<file path="config.mk">
export PLATFORM = sky130hd
export DESIGN_NAME = cmov_unit
export DESIGN_NICKNAME = d
export VERILOG_FILES = /design/src/rtl/cmov_pkg.sv /design/src/rtl/cmov_decode.sv /design/src/rtl/cmov_eval.sv /design/src/rtl/cmov_unit.sv
export SDC_FILE = /design/constraint.sdc
export NUM_CORES = 1
export LEC_CHECK = 0
export ABC_AREA = 1
export ABC_CLOCK_PERIOD_IN_PS = 1700
export BUFFER_PORTS_ARGS = -buffer_cell sky130_fd_sc_hd__buf_2
export CAP_MARGIN = 15
export CELL_PAD_IN_SITES_DETAIL_PLACEMENT = 1
export CELL_PAD_IN_SITES_GLOBAL_PLACEMENT = 2
export CORE_AREA = 8 8 96 163
export DETAILED_ROUTE_END_ITERATION = 16
export DIE_AREA = 0 0 104 171
export PLACE_DENSITY_LB_ADDON = 0.1
export SETUP_SLACK_MARGIN = 0.02
export SYNTH_ARGS = -nofsm -noshare
export SYNTH_HDL_FRONTEND = slang
export SYNTH_SLANG_ARGS = --single-unit
</file>
<file path="constraint.sdc">
create_clock -name clk -period 1.7 [get_ports clk]
set_input_delay 0.51 -clock clk [delete_from_list [all_inputs] [get_ports clk]]
set_output_delay 0.51 -clock clk [all_outputs]
set_load 0.05 [all_outputs]
</file>
<file path="src/rtl/cmov_pkg.sv">
package cmov_pkg;
  localparam int INSTR_W = 32;
  localparam int IDX_W   = 5;
  localparam int CC_W    = 3;
  localparam int CC_NUM  = 1 << CC_W;

  localparam int OPC_HI  = 31;
  localparam int OPC_LO  = 26;
  localparam int DST_HI  = 15;
  localparam int DST_LO  = 11;
  localparam int CCI_HI  = 20;
  localparam int CCI_LO  = 18;
  localparam int SENSE_B = 16;

  localparam logic [5:0] FN_FLAG    = 6'h01;
  localparam logic [5:0] FN_IF_ZERO = 6'h0A;
  localparam logic [5:0] FN_IF_NZ   = 6'h0B;

  typedef enum logic [1:0] {
    MV_NONE    = 2'd0,
    MV_IF_ZERO = 2'd1,
    MV_IF_NZ   = 2'd2,
    MV_IF_FLAG = 2'd3
  } mv_kind_e;
endpackage

</file>
<file path="src/rtl/cmov_decode.sv">
module cmov_decode
  import cmov_pkg::*;
(
  input  logic [INSTR_W-1:0] instr,
  output mv_kind_e           kind,
  output logic [IDX_W-1:0]   dst_idx,
  output logic [CC_W-1:0]    cc_idx,
  output logic               sense
);
  logic       grp_ok;
  logic [2:0] fn_hi;
  logic [2:0] fn_lo;

  always_comb begin
    grp_ok  = (instr[OPC_HI:OPC_LO] == '0);
    fn_hi   = instr[5:3];
    fn_lo   = instr[2:0];
    dst_idx = instr[DST_HI:DST_LO];
    cc_idx  = instr[CCI_HI:CCI_LO];
    sense   = instr[SENSE_B];
    kind    = MV_NONE;
    if (grp_ok) begin
      if ({fn_hi, fn_lo} == FN_IF_ZERO)      kind = MV_IF_ZERO;
      else if ({fn_hi, fn_lo} == FN_IF_NZ)   kind = MV_IF_NZ;
      else if ({fn_hi, fn_lo} == FN_FLAG)    kind = MV_IF_FLAG;
    end
  end
endmodule

</file>
<file path="src/rtl/cmov_eval.sv">
module cmov_eval
  import cmov_pkg::*;
#(
  parameter int DATA_W = 32
) (
  input  mv_kind_e          kind,
  input  logic [DATA_W-1:0] test_val,
  input  logic [CC_NUM-1:0] fcc,
  input  logic [CC_W-1:0]   cc_idx,
  input  logic              sense,
  input  logic [IDX_W-1:0]  dst_idx,
  output logic              take
);
  logic is_zero;
  logic flag_bit;
  logic cond;

  always_comb begin
    is_zero  = (test_val == '0);
    flag_bit = fcc[cc_idx];
    unique case (kind)
      MV_IF_ZERO: cond = is_zero;
      MV_IF_NZ:   cond = !is_zero;
      MV_IF_FLAG: cond = (flag_bit == sense);
      default:    cond = 1'b0;
    endcase
    take = cond && (dst_idx != '0);
  end
endmodule

</file>
<file path="src/rtl/cmov_unit.sv">
module cmov_unit
  import cmov_pkg::*;
#(
  parameter int DATA_W = 32
) (
  input  logic                 clk,
  input  logic                 rst_n,
  input  logic                 in_valid,
  input  logic [INSTR_W-1:0]   instr,
  input  logic [DATA_W-1:0]    src_val,
  input  logic [DATA_W-1:0]    test_val,
  input  logic [DATA_W-1:0]    old_dst,
  input  logic [CC_NUM-1:0]    fcc,
  output logic                 out_valid,
  output logic                 wr_en,
  output logic [IDX_W-1:0]     wr_idx,
  output logic [DATA_W-1:0]    wr_data
);
  // reset: asserted asynchronously, released on a clock edge
  logic [1:0] rst_sync_q;
  logic       rst_ok_n;

  always_ff @(posedge clk or negedge rst_n) begin
    if (!rst_n) rst_sync_q <= 2'b00;
    else        rst_sync_q <= {rst_sync_q[0], 1'b1};
  end
  assign rst_ok_n = rst_sync_q[1];

  mv_kind_e          kind;
  logic [IDX_W-1:0]  dst_idx;
  logic [CC_W-1:0]   cc_idx;
  logic              sense;
  logic              take;

  cmov_decode u_dec (
    .instr   (instr),
    .kind    (kind),
    .dst_idx (dst_idx),
    .cc_idx  (cc_idx),
    .sense   (sense)
  );

  cmov_eval #(.DATA_W(DATA_W)) u_eval (
    .kind     (kind),
    .test_val (test_val),
    .fcc      (fcc),
    .cc_idx   (cc_idx),
    .sense    (sense),
    .dst_idx  (dst_idx),
    .take     (take)
  );

  // next-state
  logic              vld_d, en_d, cap_en;
  logic [IDX_W-1:0]  idx_d;
  logic [DATA_W-1:0] data_d;

  always_comb begin
    vld_d  = in_valid;
    en_d   = in_valid && take;
    cap_en = in_valid;
    idx_d  = dst_idx;
    data_d = take ? src_val : old_dst;
  end

  // registers
  always_ff @(posedge clk or negedge rst_ok_n) begin
    if (!rst_ok_n) begin
      out_valid <= 1'b0;
      wr_en     <= 1'b0;
    end else begin
      out_valid <= vld_d;
      wr_en     <= en_d;
    end
  end

  always_ff @(posedge clk or negedge rst_ok_n) begin
    if (!rst_ok_n) begin
      wr_idx  <= '0;
      wr_data <= '0;
    end else if (cap_en) begin
      wr_idx  <= idx_d;
      wr_data <= data_d;
    end
  end

  // checks
  assert_valid_follows_R2: assert property (@(posedge clk) disable iff (!rst_ok_n)
    in_valid |=> out_valid);
  assert_valid_drops_R2: assert property (@(posedge clk) disable iff (!rst_ok_n)
    !in_valid |=> !out_valid);
  assert_en_needs_valid_R2: assert property (@(posedge clk) disable iff (!rst_ok_n)
    wr_en |-> out_valid);
  assert_no_zero_dest_R6: assert property (@(posedge clk) disable iff (!rst_ok_n)
    wr_en |-> (wr_idx != '0));
  assert_nz_blocks_R3: assert property (@(posedge clk) disable iff (!rst_ok_n)
    (in_valid && kind == MV_IF_ZERO && test_val != '0) |=> !wr_en);
  assert_zero_blocks_R4: assert property (@(posedge clk) disable iff (!rst_ok_n)
    (in_valid && kind == MV_IF_NZ && test_val == '0) |=> !wr_en);
  assert_write_src_R7: assert property (@(posedge clk) disable iff (!rst_ok_n)
    (in_valid && take) |=> (wr_data == $past(src_val)));
  assert_keep_old_R7: assert property (@(posedge clk) disable iff (!rst_ok_n)
    (in_valid && !take) |=> (wr_data == $past(old_dst) && !wr_en));
  assert_other_nowrite_R8: assert property (@(posedge clk) disable iff (!rst_ok_n)
    (in_valid && kind == MV_NONE) |=> !wr_en);
  assert_hold_R9: assert property (@(posedge clk) disable iff (!rst_ok_n)
    !in_valid |=> ($stable(wr_data) && $stable(wr_idx)));
endmodule

</file>
==> flow_metrics.tcl <==
set metrics [dict create \
    max_stage_delay_ns 0.21 \
    synth_area_mm2 0.00248 \
    reg2reg_from "rst_sync_q[1]" \
    clock_sinks 41 \
    cts-root-buf "clkbuf_16" \
    cts_tree "built" \
    clock_skew_ns 0.00218 \
    nNetsFinal 696 \
    r2r_slack_ns 1.01 \
    synthesis.nets 525 \
    insertion_delay_ns 0.29 \
    clk_path_buf_depth 2 \
    hold_path_class "flip-flop to asynchronous set/reset pin" \
    drt_iter0_drc 47 \
    grt_max_degree 39 \
    worstPathMaxFanout 19 \
    fillers 1719 \
    path_buf_inv 3 \
    syn_avg_cell_area_um2 6.43 \
    cp.required_ns 1.93 \
    drc 0 \
    min_period_over_period 0.995 \
    grt_pass1_wl_um 17500 \
    drt-total-wl_um 11000 \
    synth_cells 386 \
    place_hpwl_um 8530 \
    antenna_found_initial 2 \
    rows 56 \
    worstSetupPathType "input port to flip-flop" \
    wl_per_cell_um 15.1 \
    p_leak_nw 2.38 \
    cp.arrival_ns 1.92 \
    fin_crit_ns 1.69 \
    vias_per_cell 4.07 \
    vdd_drop_max_mv 0.351 \
    post-place-ws_ns -0.368 \
    synth_area_leaders "dfrtp_1 (41%), nand2_1 (22%), nand3_1 (14%)" \
    clk_pin_slew_worst_paths_ns 0.06 \
    setup-violations-final 0 \
    cp_cell_sequence "buf_2, nor2_1, nand3_2, a21oi_1, nor2_1, nor2_4, buf_12, nand2_8, buf_12, nand2_1, nand3_1, nand2_1" \
    synth_cell_types 19 \
    track_usage 0.125 \
    core_mm2 0.0133 \
    fin_ws_ns 0.00782 \
    crit-reg2reg-capture "wr_data[15]" \
    port-buffer-count 166 \
    finalCoreUtilization 0.300 \
    crit_end "wr_data[29]" \
    critical_path.endpoint_type "flip-flop" \
    ant_nets 0 \
    die_area_mm2 0.0178 \
    htree_levels 2 \
    crit_family "simple AND/OR/NAND/NOR gates" \
    status "complete, no violations" \
    syn2layout_area_growth_pct 60.6 \
    yosysTopAreaCell "dfrtp_1" \
    slew_violations 0 \
    start_util 0.187 \
    startpoint "instr[5]" \
    rsz0062_at_grt "yes" \
    path_depth 12 \
    vias 2979 \
    synth.yosys.seq_area_share 0.413 \
    drive_gt1_frac 0.400 \
    r2r_cells 1 \
    gp_congestion 0.694 \
    startpoint_type "input port" \
    maxCapViolCount 0 \
    slowest_stage "nor2_1" \
    io_pins 178 \
    max_freq_ghz 0.591 \
    die_x_um 104 \
    finalHoldViolations 0 \
    num_antenna_cells 0 \
    yosysWarningCount 0 \
    netlist.area_leader.share 0.413 \
    ys_ff_latch 41 \
    drt_pass1_iterations 4 \
    grt_overflow_total 0 \
    numCtsBuffers 5 \
    die_h_um 171 \
    grt_pass1_vias 3321 \
    pwr_density_cell_mw_per_mm2 787 \
]
## synth_stat cells, drive strengths merged
cell type / n
nor3: 1
dfrtp: 41
buf: 13
conb: 1
nand3b: 1
nand4: 2
inv: 75
nand2: 145
or2: 1
nor2: 32
clkbuf: 4
nand3: 69
a21oi: 1
## repair_timing
action                                 CTS  global route
buffers inserted                         0             2
endpoints found under the hold margin    2             0
gates resized for setup                  4            33
setup endpoints to repair               32            33
hold buffers                             1             0
pin swaps                                2            15
gates cloned                             0             2
## sequential cells by signal, indices dropped and copies added (netlist names)
name and count:
wr_data 32, out_valid 1, rst_sync_q 2, wr_idx 5, wr_en 1
## cell usage in the layout, fill, tap and decap left out
cell type | Yosys | routed
buf_2 | 7 | 165
nand2_1 | 144 | 131
inv_1 | 74 | 74
nand3_1 | 68 | 61
dfrtp_1 | 41 | 40
nor2_1 | 31 | 21
nand2_2 | 0 | 11
nor2_2 | 0 | 10
nand3_2 | 1 | 7
clkbuf_16 | 0 | 7
buf_12 | 0 | 7
buf_4 | 3 | 4
nand4_1 | 2 | 2
nand2_4 | 1 | 2
bufinv_16 | 0 | 2
or2_1 | 1 | 1
a21oi_1 | 1 | 1
nor3_1 | 1 | 1
nor2_4 | 1 | 1
inv_2 | 1 | 1
nand3b_1 | 1 | 1
nand3_4 | 0 | 1
nand2_8 | 0 | 1
clkinv_2 | 0 | 1
dlygate4sd3_1 | 0 | 1
buf_6 | 3 | 1
buf_8 | 0 | 1
conb_1 | 1 | 1
dfrtp_2 | 0 | 1
## through the flow
step	hold WS (ns)	TNS [ns]	cells	power, W	instance area, um2
after floorplan	0.214	0	386	0.00159	2480
after global placement	0.223	-10.16	719	0.00190	3580
after detailed placement	0.216	-11.13	719	0.00191	3580
after CTS	0.222	-0.179	728	0.00319	3790
after global routing	0.231	-3.05	732	0.00331	3990
final	0.202	0	732	0.00314	3990
## worst min path at each step
stage / to / slack [ns] / cells past startpoint
detailed placement: wr_data[20] / 0.22 / 0
global placement: wr_data[20] / 0.22 / 0
CTS: wr_data[20] / 0.22 / 0
finish: wr_data[20] / 0.20 / 0
floorplan: rst_sync_q[0] / 0.21 / 0
global route: wr_data[20] / 0.23 / 0
## kinds of logic after synthesis
kind of cell,Yosys count,synth area share
AO/OA/AOI/OAI,1,0.00201
buffers and inverters,92,0.156
flip-flops,41,0.413
other,1,0.00151
AND/OR/NAND/NOR,251,0.427
## cell type report
cell class                      instances  area [um2]  area share
Clock buffer                            5         125      0.0314
Clock inverter                          3        65.1      0.0163
Inverter                               75         282      0.0706
Multi-Input combinational cell        253        1190       0.298
Sequential cell                        41        1030       0.258
Tap cell                              174         218      0.0546
Timing Repair Buffer                  181        1080       0.271
## where the power goes
group	total [W]	switching, W	internal (W)
sequential	0.00111	0.0000520	0.00106
combinational	0.000788	0.000534	0.000255
clock	0.00124	0.000400	0.000839
## metal layers
layer	vias to the layer above	routed length, um	GRT usage	share of wire
li1	1489	-	-	-
met1	1371	3880	0.118	0.35
met2	103	6000	0.236	0.54
met3	12	945	0.0497	0.086
met4	4	163	0.0456	0.015
met5	-	27	0	0.0025
(Power assumes the default switching activity.)
